[config.mk]
export PLATFORM = sky130hd
export DESIGN_NAME = bus_stats_recorder
export DESIGN_NICKNAME = d
export VERILOG_FILES = /design/src/rtl/bus_stats_pkg.sv /design/src/rtl/bus_stats_edge_counter.sv /design/src/rtl/bus_stats_addr_history.sv /design/src/rtl/bus_stats_recorder.sv
export SDC_FILE = /design/constraint.sdc
export NUM_CORES = 1
export LEC_CHECK = 0
export CAP_MARGIN = 10
export CORE_UTILIZATION = 61
export CTS_CLUSTER_SIZE = 28
export DETAILED_ROUTE_END_ITERATION = 16
export PLACE_DENSITY = 0.79
export REMOVE_ABC_BUFFERS = 1
export SKIP_CTS_REPAIR_TIMING = 1
export SYNTH_ARGS = -nofsm -noshare
export SYNTH_HDL_FRONTEND = slang
export SYNTH_HIERARCHICAL = 1
export SYNTH_SLANG_ARGS = --single-unit
[constraint.sdc]
create_clock -name clk -period 3.5 [get_ports clk]
set_input_delay 0.35 -clock clk [delete_from_list [all_inputs] [get_ports clk]]
set_output_delay 0.35 -clock clk [all_outputs]
set_load 0.005 [all_outputs]
[src/rtl/bus_stats_pkg.sv]
package bus_stats_pkg;

   localparam int NUM_STROBES = 4;
   localparam int SCALAR_REGS = 6;

   // strobe lanes, also the register index of each count
   typedef enum logic [1:0] {
      LANE_OE  = 2'd0,
      LANE_RD  = 2'd1,
      LANE_WR  = 2'd2,
      LANE_PKT = 2'd3
   } strobe_lane_e;

   typedef enum logic [2:0] {
      SEL_CNT_OE  = 3'd0,
      SEL_CNT_RD  = 3'd1,
      SEL_CNT_WR  = 3'd2,
      SEL_CNT_PKT = 3'd3,
      SEL_NEXT    = 3'd4,
      SEL_WORDS   = 3'd5
   } scalar_sel_e;

   typedef enum logic [1:0] {
      REGION_SCALAR,
      REGION_OUT,
      REGION_IN,
      REGION_NONE
   } region_e;

endpackage

[src/rtl/bus_stats_edge_counter.sv]
module bus_stats_edge_counter #(
   parameter int CNT_W    = 32,
   parameter bit SATURATE = 1'b1
) (
   input  logic             clk,
   input  logic             rst_n,
   input  logic             clr,
   input  logic             strobe_n,
   output logic             fall,
   output logic [CNT_W-1:0] count
);

   localparam logic [CNT_W-1:0] CNT_MAX = '1;

   logic strobe_q;
   logic at_max;

   always_ff @(posedge clk or negedge rst_n) begin
      if (!rst_n) strobe_q <= 1'b1;
      else        strobe_q <= strobe_n;
   end

   assign fall = strobe_q & ~strobe_n;

   generate
      if (SATURATE) begin : g_sat
         assign at_max = (count == CNT_MAX);
      end else begin : g_wrap
         assign at_max = 1'b0;
      end
   endgenerate

   always_ff @(posedge clk or negedge rst_n) begin
      if (!rst_n)                count <= '0;
      else if (clr)              count <= '0;
      else if (fall && !at_max)  count <= count + 1'b1;
   end

endmodule

[src/rtl/bus_stats_addr_history.sv]
module bus_stats_addr_history #(
   parameter int  ADDR_W  = 2,
   parameter int  DEPTH   = 32,
   localparam int PTR_W   = $clog2(DEPTH),
   localparam int ENTRY_W = ADDR_W + 1
) (
   input  logic               clk,
   input  logic               rst_n,
   input  logic               clr,
   input  logic               strobe_fall,
   input  logic               close_evt,
   input  logic [ADDR_W-1:0]  bus_addr,
   input  logic [PTR_W-1:0]   rd_idx,
   output logic [ENTRY_W-1:0] rd_entry,
   output logic [PTR_W-1:0]   wptr
);

   localparam logic [PTR_W:0] FILL_FULL = (PTR_W+1)'(DEPTH);

   logic [ADDR_W-1:0]  addr_q;
   logic               open_q;
   logic               open_eff;
   logic               push;
   logic [PTR_W:0]     fill_q;
   logic [PTR_W-1:0]   wptr_q;
   logic [PTR_W-1:0]   phys_idx;
   logic [ENTRY_W-1:0] mem [DEPTH];

   // a changed address ends the buffer that was open
   assign open_eff = open_q & (bus_addr == addr_q);
   assign push     = strobe_fall & ~open_eff;

   always_ff @(posedge clk or negedge rst_n) begin
      if (!rst_n) addr_q <= '0;
      else        addr_q <= bus_addr;
   end

   always_ff @(posedge clk or negedge rst_n) begin
      if (!rst_n)   open_q <= 1'b0;
      else if (clr) open_q <= 1'b0;
      else          open_q <= (open_eff | strobe_fall) & ~close_evt;
   end

   always_ff @(posedge clk or negedge rst_n) begin
      if (!rst_n) begin
         wptr_q <= '0;
         fill_q <= '0;
      end else if (clr) begin
         wptr_q <= '0;
         fill_q <= '0;
      end else if (push) begin
         wptr_q <= wptr_q + 1'b1;
         if (fill_q != FILL_FULL) fill_q <= fill_q + 1'b1;
      end
   end

   generate
      for (genvar g = 0; g < DEPTH; g++) begin : g_entry
         always_ff @(posedge clk or negedge rst_n) begin
            if (!rst_n)                                  mem[g] <= '0;
            else if (clr)                                mem[g] <= '0;
            else if (push && (wptr_q == PTR_W'(g)))      mem[g] <= {1'b1, bus_addr};
         end
      end
   endgenerate

   // oldest-first view: once full, the oldest entry sits at the write pointer
   assign phys_idx = (fill_q == FILL_FULL) ? (wptr_q + rd_idx) : rd_idx;
   assign rd_entry = mem[phys_idx];
   assign wptr     = wptr_q;

endmodule

[src/rtl/bus_stats_recorder.sv]
module bus_stats_recorder
   import bus_stats_pkg::*;
#(
   parameter int CNT_W      = 32,
   parameter int DATA_W     = 32,
   parameter int ADDR_W     = 2,
   parameter int WORDS_W    = 13,
   parameter int HIST_DEPTH = 32,
   parameter int REG_AW     = 7,
   parameter bit SATURATE   = 1'b1
) (
   input  logic               clk,
   input  logic               rst_n,
   input  logic               clr,
   input  logic               oe_n,
   input  logic               rd_n,
   input  logic               wr_n,
   input  logic               pkt_n,
   input  logic [ADDR_W-1:0]  fifo_addr,
   input  logic [ADDR_W-1:0]  next_addr,
   input  logic [WORDS_W-1:0] fifo_words,
   input  logic [REG_AW-1:0]  reg_addr,
   output logic [DATA_W-1:0]  reg_data
);

   localparam int PTR_W   = $clog2(HIST_DEPTH);
   localparam int ENTRY_W = ADDR_W + 1;
   localparam logic [REG_AW-1:0] SCALAR_END = REG_AW'(SCALAR_REGS);
   localparam logic [REG_AW-1:0] OUT_BASE   = REG_AW'(HIST_DEPTH);
   localparam logic [REG_AW-1:0] IN_BASE    = REG_AW'(2 * HIST_DEPTH);
   localparam logic [REG_AW-1:0] MAP_END    = REG_AW'(3 * HIST_DEPTH);

   // elaboration-time parameter checks
   generate
      if (((HIST_DEPTH & (HIST_DEPTH - 1)) != 0) || (HIST_DEPTH < 8)) begin : g_bad_depth
         $error("HIST_DEPTH must be a power of two of at least 8");
      end
      if ((3 * HIST_DEPTH) >= (1 << REG_AW)) begin : g_bad_aw
         $error("REG_AW too narrow for the register map");
      end
      if ((CNT_W > DATA_W) || (WORDS_W > DATA_W) || (ENTRY_W > DATA_W)) begin : g_bad_w
         $error("a field is wider than DATA_W");
      end
   endgenerate

   logic [NUM_STROBES-1:0]            strobe_n_vec;
   logic [NUM_STROBES-1:0]            falls;
   logic [NUM_STROBES-1:0][CNT_W-1:0] cnt_bank;
   logic [ENTRY_W-1:0]                out_entry;
   logic [ENTRY_W-1:0]                in_entry;
   logic [PTR_W-1:0]                  out_wptr;
   logic [PTR_W-1:0]                  in_wptr;
   logic [PTR_W-1:0]                  hist_idx;
   region_e                           region;
   logic [DATA_W-1:0]                 data_nx;

   assign strobe_n_vec = {pkt_n, wr_n, rd_n, oe_n};

   generate
      for (genvar s = 0; s < NUM_STROBES; s++) begin : g_lane
         bus_stats_edge_counter #(
            .CNT_W    (CNT_W),
            .SATURATE (SATURATE)
         ) u_cnt (
            .clk      (clk),
            .rst_n    (rst_n),
            .clr      (clr),
            .strobe_n (strobe_n_vec[s]),
            .fall     (falls[s]),
            .count    (cnt_bank[s])
         );
      end
   endgenerate

   assign hist_idx = reg_addr[PTR_W-1:0];

   bus_stats_addr_history #(
      .ADDR_W (ADDR_W),
      .DEPTH  (HIST_DEPTH)
   ) u_out_hist (
      .clk         (clk),
      .rst_n       (rst_n),
      .clr         (clr),
      .strobe_fall (falls[LANE_RD]),
      .close_evt   (1'b0),
      .bus_addr    (fifo_addr),
      .rd_idx      (hist_idx),
      .rd_entry    (out_entry),
      .wptr        (out_wptr)
   );

   bus_stats_addr_history #(
      .ADDR_W (ADDR_W),
      .DEPTH  (HIST_DEPTH)
   ) u_in_hist (
      .clk         (clk),
      .rst_n       (rst_n),
      .clr         (clr),
      .strobe_fall (falls[LANE_WR]),
      .close_evt   (falls[LANE_PKT]),
      .bus_addr    (fifo_addr),
      .rd_idx      (hist_idx),
      .rd_entry    (in_entry),
      .wptr        (in_wptr)
   );

   always_comb begin
      if (reg_addr < OUT_BASE)     region = REGION_SCALAR;
      else if (reg_addr < IN_BASE) region = REGION_OUT;
      else if (reg_addr < MAP_END) region = REGION_IN;
      else                         region = REGION_NONE;
   end

   always_comb begin
      data_nx = '0;
      unique case (region)
         REGION_SCALAR: begin
            if (reg_addr < SCALAR_END) begin
               case (scalar_sel_e'(reg_addr[2:0]))
                  SEL_CNT_OE:  data_nx = DATA_W'(cnt_bank[LANE_OE]);
                  SEL_CNT_RD:  data_nx = DATA_W'(cnt_bank[LANE_RD]);
                  SEL_CNT_WR:  data_nx = DATA_W'(cnt_bank[LANE_WR]);
                  SEL_CNT_PKT: data_nx = DATA_W'(cnt_bank[LANE_PKT]);
                  SEL_NEXT:    data_nx = DATA_W'(next_addr);
                  SEL_WORDS:   data_nx = DATA_W'(fifo_words);
                  default:     data_nx = '0;
               endcase
            end
         end
         REGION_OUT:  data_nx = DATA_W'(out_entry);
         REGION_IN:   data_nx = DATA_W'(in_entry);
         REGION_NONE: data_nx = '0;
         default:     data_nx = '0;
      endcase
   end

   always_ff @(posedge clk or negedge rst_n) begin
      if (!rst_n) reg_data <= '0;
      else        reg_data <= data_nx;
   end

endmodule

After elaboration in Yosys (flattened, before gate mapping) --
Cells that the tools add are included.
Operators by class: add/sub/neg operators 10, $mul 0, div/mod/pow operators 0, order comparisons 6, equality and inequality tests 79, shifts and indexed selects 0, multiplexer cells 162, bitwise gates (word level) 20, reductions and logical operators 150
Operator list (count):
- 3-bit two-way mux | 132
- 32-bit two-way mux | 9
- 32-bit one-hot mux with 6 select lines | 1
- 5-bit == test, second input constant | 32
- 2-bit nonzero test | 72
- 32-bit by 1-bit adder with 32-bit output, second input constant | 4
- 32-bit == test, second input constant | 4
- 32-bit one-hot mux with 4 select lines | 1
- 5-bit by 4-bit == test with 1-bit output, second input constant | 16
- 1-bit logical AND | 68
- 5-bit by 3-bit == test with 1-bit output, second input constant | 8
- 6-bit two-way mux | 6
- 3-bit binary-select mux with 5-bit select | 2
- 5-bit two-way mux | 6
- 5-bit by 2-bit == test with 1-bit output, second input constant | 4
- 7-bit less-than comparator, second input constant | 2
- 6-bit by 1-bit adder with 6-bit output, second input constant | 2
- 6-bit == test, second input constant | 2
- 6-bit >= comparator, second input constant | 2
- 6-bit inequality test, second input constant | 2
- 5-bit NOT with 6-bit output | 2
- 5-bit by 1-bit adder with 5-bit output, second input constant | 2
- 5-bit adder | 2
- 5-bit by 1-bit == test with 1-bit output, second input constant | 2
- other kinds (18) | 44
Storage, ports and cells: register bits after elaboration 382, latch bits 0, RAM bits 0, bits in read-only memories 0, bits of input ports 31, output and inout bits 32, logic and storage cells 507, memories 0

Depth between registers and ports, before layout --
Gate-level depths: netlist of the first run.
depth in word-level cells 7, mapped depth 14, mapped depth without buffers 11

Cells and area by module --
The synthesis of the first run kept the hierarchy.
By module, submodules not included:
- bus_stats_edge_counter | instances 4, cells an instance 192, area an instance 1851.8 um2, seq. area each 827.0 um2
- bus_stats_addr_history at u_out_hist | instances 1, cells an instance 691, area an instance 5784.3 um2, seq. area each 2752.6 um2
- bus_stats_addr_history at u_in_hist | instances 1, cells an instance 685, area an instance 5769.3 um2, seq. area each 2752.6 um2
- bus_stats_recorder | instances 1, cells an instance 208, area an instance 2140.8 um2, seq. area each 800.8 um2

Worst setup path before layout of the first run --
No wires, ideal clock.
kind register to register, start point reg u_out_hist.fill_q[2], end point reg reg_data[1], library setup time 83 ps, data arrival time 2801 ps, required time 3417 ps, slack 616 ps, cell stages (with the launch flop) 13, path buffers 3, clock period less this slack 2884 ps, cells stage by stage dfrtp_1 -> or4b_1 -> or2_1 -> buf_6 -> mux2_2 -> clkbuf_1 -> clkbuf_1 -> nand2_1 -> a32oi_1 -> o32ai_1 -> nor4_1 -> a22oi_1 -> o21ai_0
Between the ends: cells in the longest elaborated chain, start to end 7
RTL lines:
- start, declared | RTL line bus_stats_addr_history.sv:24 | logic [PTR_W:0] fill_q;
- start signal, assigned | RTL line bus_stats_addr_history.sv:53 | if (fill_q != FILL_FULL) fill_q <= fill_q + 1'b1;
- 6-bit == test | RTL line bus_stats_addr_history.sv:68 | assign phys_idx = (fill_q == FILL_FULL) ? (wptr_q + rd_idx) : rd_idx;
- 5-bit two-way mux | RTL line bus_stats_addr_history.sv:68
- 5-bit NOT with 6-bit output (implied by the code) | RTL line bus_stats_addr_history.sv:69 | assign rd_entry = mem[phys_idx];
- 3-bit binary-select mux with 5-bit select | RTL line bus_stats_addr_history.sv:69
- 3-bit two-way mux (implied by the code) (2 in series) | RTL line bus_stats_addr_history.sv:69
- named net out_entry[1] | RTL line bus_stats_recorder.sv:49 | logic [ENTRY_W-1:0] out_entry;
- 32-bit one-hot mux with 4 select lines | RTL line bus_stats_recorder.sv:116 | unique case (region)
- named net data_nx[1] | RTL line bus_stats_recorder.sv:55 | logic [DATA_W-1:0] data_nx;
- end signal, assigned | RTL line bus_stats_recorder.sv:139 | else reg_data <= data_nx;
- end, declared | RTL line bus_stats_recorder.sv:23 | output logic [DATA_W-1:0] reg_data
The timed path passes the listed nets, and every way through them passes these cells. The select of a mux whose other input is x is not followed. A chain may end at the register's enable or synchronous reset.

Worst setup path in the final report of the first run --
Ends and elaborated chain as after synthesis.

==> results of run 1 <==
final cells by class:
cell class / instances / area share, %
Tap cell: 448 / 2.40
Clock inverter: 8 / 0.514
Multi-Input combinational cell: 1739 / 44.8
Clock buffer: 65 / 5.12
Timing Repair Buffer: 122 / 5.09
Sequential cell: 384 / 41.1
Inverter: 55 / 0.894
Antenna cell: 2 / 0.0214
Yosys cell counts (16+ instances only):
| master | count |
|---|---|
| xnor2_1 | 19 |
| mux2i_1 | 77 |
| nand2_1 | 358 |
| xor2_1 | 42 |
| dfrtp_1 | 380 |
| ha_1 | 28 |
| nand4_1 | 26 |
| nor2_1 | 198 |
| or4_1 | 24 |
| mux2_2 | 22 |
| o22a_1 | 18 |
| or3_1 | 44 |
| buf_6 | 16 |
| inv_1 | 53 |
| and3_1 | 35 |
| a32oi_1 | 48 |
| buf_2 | 37 |
| o32ai_1 | 24 |
| o21ai_0 | 66 |
| nand3_1 | 165 |
| nor2b_1 | 22 |
| and4_1 | 26 |
| a21oi_1 | 298 |
| clkbuf_1 | 107 |
| o31ai_1 | 28 |
worst reg2reg max path, stage by stage (launching register included):
cell     delay [ps]
dfrtp_1         430
or4b_1          580
or2_1           350
mux2_2          480
buf_4           260
nand2_1          70
a32oi_1         230
o32ai_1         140
nor4_1          470
a22oi_1         170
o21ai_0         100
kinds of logic after synthesis:
group                    after synthesis  synth area share, %
flip-flops                           384                 45.6
adder cells (fa/ha/maj)               30                 1.85
multiplexers                         101                 5.04
XOR/XNOR                              61                 2.53
other                                  1               0.0178
AO/OA/AOI/OAI                        570                 17.1
buffers and inverters                229                 5.08
AND/OR/NAND/NOR                      976                 22.8
state kept, by name (all words and copies together) (netlist names), 2 cells and up:
register               flops
u_in_hist/mem             96
u_in_hist/wptr             5
reg_data                  32
u_out_hist/mem            96
u_in_hist/addr_q           2
u_out_hist/addr_q          2
g_lane.u_cnt/strobe_q      4
u_out_hist/fill_q          6
g_lane.u_cnt/count       128
u_in_hist/fill_q           6
u_out_hist/wptr            5
report_power, final:
group          total, uW  internal [uW]  switching (uW)
clock network       4320           2560            1760
registers           4510           4470            34.2
logic                719            214             504
stage by stage:
step,cells,worst slack (ps),total power (uW),setup TNS [ps]
after CTS,2820,239,9590,0
final,2823,154,9540,0
after floorplan,2178,-433,4850,-1280
after global routing,2823,17.4,9840,0
after detailed placement,2747,143,5290,0
after global placement,2747,232,5270,0
layout by cell type (no fill, tap or decap), types with 19 or more instances in the layout:
| cell type | count |
|---|---|
| xnor2_1 | 19 |
| o31ai_1 | 26 |
| inv_1 | 53 |
| ha_1 | 28 |
| mux2_2 | 22 |
| dfrtp_1 | 380 |
| clkbuf_16 | 41 |
| a21oi_1 | 298 |
| and4_1 | 26 |
| or3_1 | 44 |
| nand2_1 | 358 |
| nor2b_1 | 22 |
| buf_4 | 49 |
| nand3_1 | 165 |
| or4_1 | 24 |
| and3_1 | 35 |
| o32ai_1 | 24 |
| mux2i_1 | 76 |
| nor2_1 | 197 |
| o21ai_0 | 66 |
| nand4_1 | 26 |
| xor2_1 | 42 |
| a32oi_1 | 48 |
| clkdlybuf4s50_1 | 56 |
layer usage:
metal / wire (um) / share of wire [%] / track usage (%)
met1: 23500 / 41 / 43.6
met3: 3840 / 6.7 / 4.88
met4: 2320 / 4.0 / 14.7
met2: 27700 / 48 / 52.5
met5: 0 / 0 / 0
path summary, 6_finish.rpt:
check	end	start	depth (start not counted)	slack, ps
setup / recovery	reg_data[1]$_DFF_PN0_	u_out_hist/fill_q[2]$_DFFE_PN0P_	10	150
hold / removal	u_out_hist/addr_q[0]$_DFF_PN0_	fifo_addr[0]	1	50
setup reg to reg	reg_data[1]$_DFF_PN0_	u_out_hist/fill_q[2]$_DFFE_PN0P_	10	150
hold reg to reg	u_in_hist/mem[62]$_DFFE_PN0P_	u_in_hist/mem[62]$_DFFE_PN0P_	2	490
max in group asynchronous	u_in_hist/mem[15]$_DFFE_PN0P_	rst_n	3	2130
min in group asynchronous	u_out_hist/mem[15]$_DFFE_PN0P_	rst_n	2	450
==> results.cfg, run 1 <==
[layout]
nFillCells = 2540
seq_area_sq_um = 9610
fin_nets = 2404
drive_gt1_share_pct = 9.36
multi_input_area_sq_um = 10500
stdcell_area_sq_um = 23400
post-route-util_pct = 69.2
syn_to_final_growth_pct = 10.8

[drt]
vias = 18350
drt-initial-drc-count = 1904
detail-route-antenna-nets = 0
firstDrtPassIters = 7
wirelength_um = 57300
post_drt_wl_per_cell_um = 20.3
route.detailed.drc = 0
via_per_inst = 6.50

[synth]
ys.flop_type = dfrtp_1
synth_sequential_area_ratio_pct = 45.6
synth-seq-cells = 384
synth_edf_count = 0
synth-async-reset-ratio_pct = 100
synth_cell_type_count = 71
synth.avg_cell_area_sq_um = 8.97
synth_area_sq_um = 21100
synthCells = 2352
synth_top_area_share_pct = 45.1
synth_area_leaders = dfrtp_1 45%, a21oi_1 7.1%, nand2_1 6.4%
yosysTopAreaCell = dfrtp_1
ys_warn_count = 6

[placement]
dp_hpwl_um = 38100
place_congestion = 0.942
place_area_sq_um = 22000
io_buffers = 62

[run]
cap_violations = 0

[clock_network]
h-tree-depth = 2
cts.clk_slew.worst_paths_ps = 60
numCtsBuffers = 41
cts-root-buf = clkbuf_16
cts_sinks = 384
cts_tree = built
clk_latency_ps = 550
clk_path_buf_depth = 3

[sta]
slew_violations = 0
setup_viol = 0
fin_crit_sh_pct = 95.6
whs_ps = 51.8
relSlewSlack_pct = 35.8
rsz0062_at_grt = no
period_needed_ps = 3350
fin_worst_skew_ps = 17.1
final_hold_viol_count = 0
tightest_slew_ps = 963
clock.fmax_mhz = 299

[global_route]
grt_pass1_wl_um = 93100
antenna_found_initial = 3
grt_overflow = 0
grt_max_degree = 142
grt_pass1_vias = 17796
track_usage_pct = 32.5

[floorplan]
core_area_sq_um = 33800
die_area_sq_um = 35300
die_height_um = 188
rows = 67
ios = 63
die_w_um = 188
start_util_pct = 62.5

[status]
run_status = finished clean

[setup_path]
critPathKind = flop to flop
cp.required_ps = 3970
endpoint_kind = flop
cpPeakStageDelay_ps = 580
critPathMaxFanout = 14
crit_chain = or4b_1 > or2_1 > mux2_2 > buf_4 > nand2_1 > a32oi_1 > o32ai_1 > nor4_1 > a22oi_1 > o21ai_0
critical_path.slowest_cell = or4b_1
cp_top_family = simple AND/OR/NAND/NOR gates
critPathBufInv = 1
cp-start-kind = flop
arrival_ps = 3820

[power_and_ir_drop]
p_leak_uw = 0.00951
vdd_ir_drop_max_v = 0.000429
power.density_nw_per_um2 = 408

[worst_hold_path]
hp-class = input pin to flop
Note: power is estimated with default switching activity, not from simulation.
==> run 2, diff against run 1 <==
- RECOVER_POWER: not set -> 100
==> run 2 against run 1 <==
  * The run now ends with max-capacitance violations, max-slew violations left
  * Cell area decreased by 0.63%
  * Combinational power fell by 2%
  * Global-route usage unchanged
  * Maximum frequency is 0.29% higher
  * Flip-flop and latch count unchanged
  * Highest routed layer unchanged
==> results.cfg, run 2 (synthesis gave the netlist of run 1 again) <==
[status]
run_status = finished with violations
violations = max-capacitance violations, max-slew violations

[setup_path]
r2r_slack_ps = 160
cp_top_family = simple AND/OR/NAND/NOR gates
cpPeakStageDelay_ps = 570
critPathBufInv = 1
critical_path.slowest_cell = or4b_1
critPathMaxFanout = 14
cp-start-kind = flop
cp.required_ps = 3970
crit_chain = or4b_1 > or2_1 > mux2_2 > buf_4 > nand2_1 > a32oi_1 > o32ai_1 > nor4_1 > a22oi_1 > o21ai_0
arrival_ps = 3810
critPathKind = flop to flop
endpoint_kind = flop

[global_route]
track_usage_pct = 32.5
grt_pass1_vias = 17796
grt_pass1_wl_um = 93100
antenna_found_initial = 3
grt_overflow = 0
grt_max_degree = 142

[sta]
fin_crit_sh_pct = 95.3
clock.fmax_mhz = 300
rsz0062_at_grt = no
final_hold_viol_count = 0
fin_worst_skew_ps = 19.1
layout_setup_ws_ps = 164
relSlewSlack_pct = -98.3
finalSetupTns_ps = 0
period_needed_ps = 3340
tightest_slew_ps = 2970
slew_violations = 311
setup_viol = 0

[floorplan]
ios = 63
rows = 67
core_area_sq_um = 33800
die_w_um = 188
die_area_sq_um = 35300
die_height_um = 188
start_util_pct = 62.5

[power_and_ir_drop]
pwr-share-seq_pct = 47.2
comb_power_share_pct = 7.4
power_frac_clock_pct = 45.3
p_sw_share_pct = 24.2
power.density_nw_per_um2 = 411
p_leak_uw = 0.00958
vdd_ir_drop_max_v = 0.000438
p_sw_uw = 2300
power.internal_uw = 7240

[drt]
post_drt_wl_per_cell_um = 20.3
vias = 18304
firstDrtPassIters = 8
detail-route-antenna-nets = 0
via_per_inst = 6.48
drt-initial-drc-count = 1823
route.detailed.drc = 0
wirelength_um = 57300

[layout]
fin_nets = 2404
largest_reg_flops = 128
syn_to_final_growth_pct = 10.1
stdcell_area_sq_um = 23200
drive_gt1_share_pct = 8.43
layout_commonest_cell = dfrtp_1
final_cell_mix = 380 x dfrtp_1, 358 x nand2_1, 298 x a21oi_1, 197 x nor2_1, 166 x nand3_1
nFillCells = 2565
top_register = g_lane.u_cnt/count
final_cells = 2823
top_regs = g_lane.u_cnt/count x128, u_in_hist/mem x96, u_out_hist/mem x96

[placement]
placedCellCount = 2747
dp_hpwl_um = 38100
dp_slack_ps = 143
place_area_sq_um = 22000
io_buffers = 62
place_congestion = 0.942

[clock_network]
clk_path_buf_depth = 3
h-tree-depth = 2
cts_tree = built
numCtsBuffers = 41
clk_latency_ps = 550
cts.clk_slew.worst_paths_ps = 60
cts-root-buf = clkbuf_16
cts_sinks = 384

[worst_hold_path]
hp-class = input pin to flop

[run]
cap_violations = 4
## run 2: changes by cell type in the layout (fill, tap and decap cells not counted), moves of 4 or more
cell / delta
o31ai_2: -6
o31ai_1: +6
clkbuf_1: +7
buf_4: -12
clkbuf_2: +7
dlygate4sd3_1: +37
o2111ai_1: +4
clkdlybuf4s50_1: -37
o2111ai_2: -4
## run 2: metrics by stage
step | total power, uW | util (%) | hold WS (ps)
after floorplan | 4850 | - | 54.4
final | 9540 | 68.8 | 155
after global placement | 5270 | 65.2 | 467
after global routing | 9830 | 68.8 | 145
after CTS | 9590 | 69.1 | -103
after detailed placement | 5290 | 65.2 | 473
## run 2: path summary, 6_finish.rpt
kind	endpoint	cells after the start	start
worst min-delay path	u_out_hist/addr_q[0]$_DFF_PN0_	1	fifo_addr[0]
worst min register to register	u_in_hist/mem[77]$_DFFE_PN0P_	2	u_in_hist/mem[77]$_DFFE_PN0P_
worst max register to register	reg_data[1]$_DFF_PN0_	10	u_out_hist/fill_q[2]$_DFFE_PN0P_
worst max-delay path	reg_data[1]$_DFF_PN0_	10	u_out_hist/fill_q[2]$_DFFE_PN0P_
max in group asynchronous	u_in_hist/mem[20]$_DFFE_PN0P_	3	rst_n
min in group asynchronous	u_out_hist/mem[15]$_DFFE_PN0P_	2	rst_n
## run 2: area by class of cell
cell class / count / area, sq um / area share [%]
flip-flops and latches: 384 / 9610 / 41.4
multi-input cells: 1739 / 10400 / 44.8
clock inverters: 8 / 120 / 0.517
inverters: 55 / 209 / 0.900
repair buffers: 122 / 1130 / 4.85
well taps: 448 / 561 / 2.41
clock buffers: 65 / 1200 / 5.15
diodes: 2 / 5.00 / 0.0215
## run 2: layer usage
metal	vias up	track usage [%]	part of all wire [%]
li1	8410	-	-
met1	8972	43.6	41
met2	775	52.5	48
met3	147	4.88	7.1
met4	0	14.7	4.0
met5	-	0	0
## run 2: power by group through the flow
stage | logic [uW] | clock network, uW | registers, uW
3_5_place_dp | 706 | 0 | 4590
3_3_place_gp | 689 | 0 | 4580
6_report | 708 | 4330 | 4510
5_1_grt | 772 | 4550 | 4510
4_1_cts | 710 | 4370 | 4510
2_1_floorplan | 279 | 0 | 4580
==> run 3, diff against run 2 <==
- CELL_PAD_IN_SITES_DETAIL_PLACEMENT: not set -> 0
- CELL_PAD_IN_SITES_GLOBAL_PLACEMENT: not set -> 2
- CORE_ASPECT_RATIO: not set -> 2
- CORE_UTILIZATION: 61 -> 40
- PLACE_DENSITY: 0.79 -> not set
- PLACE_DENSITY_LB_ADDON: not set -> 0.1
==> run 3 against run 2 <==
  * The run still ends with max-capacitance violations, max-slew violations left
  * First-iteration DRC count shrank 32%
  * Via count down 1.8%
  * Cell area rose by 2.0%
  * Final cell count is 8.5% higher
  * Critical path depth grew 2
  * Combinational power increased by 7.2%
  * Worst hold slack better by 26 ps
  * Register-to-register slack about the same
  * Critical path type unchanged
==> results.cfg, run 3 (synthesis gave the netlist of run 1 again) <==
[status]
run_status = finished with violations
violations = max-capacitance violations, max-slew violations

[sta]
tightest_slew_ps = 3010
finalSetupTns_ps = 0
setup_viol = 0
layout_setup_ws_ps = 160
slew_violations = 262
period_needed_ps = 3340
clock.fmax_mhz = 299
fin_worst_skew_ps = 21.2
rsz0062_at_grt = no
relSlewSlack_pct = -100
final_hold_viol_count = 0
fin_crit_sh_pct = 95.4

[drt]
via_per_inst = 5.87
detail-route-antenna-nets = 0
drt-initial-drc-count = 1239
wirelength_um = 68500
post_drt_wl_per_cell_um = 22.4
firstDrtPassIters = 6
vias = 17975
route.detailed.drc = 0

[power_and_ir_drop]
p_sw_uw = 2470
pwr-share-seq_pct = 45.7
p_sw_share_pct = 25.1
power.internal_uw = 7380
power.density_nw_per_um2 = 416
vdd_ir_drop_max_v = 0.000374
comb_power_share_pct = 7.7
p_leak_uw = 0.00972
total_power_uw = 9850
power_frac_clock_pct = 46.6

[clock_network]
cts.clk_slew.worst_paths_ps = 70
cts-root-buf = clkbuf_16
h-tree-depth = 2
clk_latency_ps = 570
numCtsBuffers = 40
cts_sinks = 384
cts_tree = built
clk_path_buf_depth = 3

[global_route]
track_usage_pct = 26.0
grt_pass1_vias = 18323
grt_pass1_wl_um = 107000
grt_max_degree = 109
antenna_found_initial = 1
grt_overflow = 0

[layout]
final_cells = 3063
fin_nets = 2436
layout_commonest_cell = dfrtp_1
syn_to_final_growth_pct = 12.3
stdcell_area_sq_um = 23700
largest_reg_flops = 128
top_register = g_lane.u_cnt/count
drive_gt1_share_pct = 8.70
top_regs = g_lane.u_cnt/count x128, u_in_hist/mem x96, u_out_hist/mem x96
final_cell_mix = 380 x dfrtp_1, 358 x nand2_1, 298 x a21oi_1, 198 x nor2_1, 167 x nand3_1

[worst_hold_path]
whs_endpoint = g_lane[3].u_cnt/count[20]$_DFFE_PN0P_
min_from = clr
hold_depth = 2
hp-class = input pin to flop

[setup_path]
critPathKind = flop to flop
critPathMaxFanout = 26
endpoint_kind = flop
arrival_ps = 3820
critPathMostFrequentCell = buf_4
reg2reg_depth = 12
cpPeakStageDelay_ps = 570
r2r_end = reg_data[1]$_DFF_PN0_
cp-start-kind = flop
r2r_slack_ps = 160
critical_path.slowest_cell = or4b_1
cp.required_ps = 3980
r2r-start = u_out_hist/fill_q[2]$_DFFE_PN0P_
crit_chain = or4b_1 > or2_1 > buf_4 > o21ai_4 > buf_8 > a21oi_1 > a32oi_1 > o32ai_1 > nor4_1 > buf_4 > a22oi_1 > o21ai_0

[run]
cap_violations = 4

[placement]
placedCellCount = 2992
io_buffers = 62
dp_slack_ps = 120
place_area_sq_um = 22600
dp_hpwl_um = 48600
place_congestion = 0.908

[floorplan]
die_area_sq_um = 53700
ios = 63
die_w_um = 164
rows = 118
core_area_sq_um = 52000
die_height_um = 327
start_util_pct = 40.6
[run 3: worst max path at each step]
stage	start	end	slack (ps)	cells after the start
floorplan	u_out_hist/fill_q[2]$_DFFE_PN0P_	reg_data[1]$_DFF_PN0_	-430	8
global placement	reg_addr[3]	reg_data[2]$_DFF_PN0_	160	11
detailed placement	reg_addr[3]	reg_data[2]$_DFF_PN0_	120	11
CTS	u_out_hist/fill_q[2]$_DFFE_PN0P_	reg_data[2]$_DFF_PN0_	140	13
global route	u_out_hist/wptr[0]$_DFFE_PN0P_	reg_data[1]$_DFF_PN0_	2	12
finish	u_out_hist/fill_q[2]$_DFFE_PN0P_	reg_data[1]$_DFF_PN0_	160	12
[run 3: critical path, delay by kind of cell, from the launching register on]
| kind | cells | cell delay (ps) |
|---|---|---|
| simple gates | 3 | 1300 |
| compound gates | 6 | 880 |
| buf+inv | 3 | 620 |
| flops | 1 | 430 |
[run 3: area by class of cell]
class / instances / area (sq um)
clock buffer: 53 / 1110
timing repair buffer: 155 / 1370
inverter: 55 / 209
multi-input combinational: 1739 / 10300
clock inverter: 16 / 248
antenna: 1 / 2.50
fill: 5136 / 28300
sequential: 384 / 9610
tap: 660 / 826
[run 3: layer usage]
| metal | GRT usage (%) | share of wire, % | wire length, um | vias up |
|---|---|---|---|---|
| li1 | - | - | - | 8468 |
| met1 | 28.7 | 38 | 25900 | 9001 |
| met2 | 48.9 | 54 | 37100 | 386 |
| met3 | 2.37 | 3.0 | 2070 | 120 |
| met4 | 12.3 | 4.9 | 3360 | 0 |
| met5 | 0 | 0 | 0 | - |
[run 3: power by group through the flow]
stage	clock, uW	sequential (uW)	combinational, uW
finish	4590	4500	759
global placement	0	4590	777
floorplan	0	4580	279
global route	4860	4500	835
detailed placement	0	4590	784
CTS	4710	4500	786
[run 3: stage by stage]
| stage | utilization [%] | hold slack, ps |
|---|---|---|
| 2_1_floorplan | - | 54.4 |
| 3_3_place_gp | 43.4 | 476 |
| 3_5_place_dp | 43.4 | 484 |
| 4_1_cts | 46.1 | -110 |
| 5_1_grt | 45.6 | 202 |
| 6_report | 45.6 | 181 |
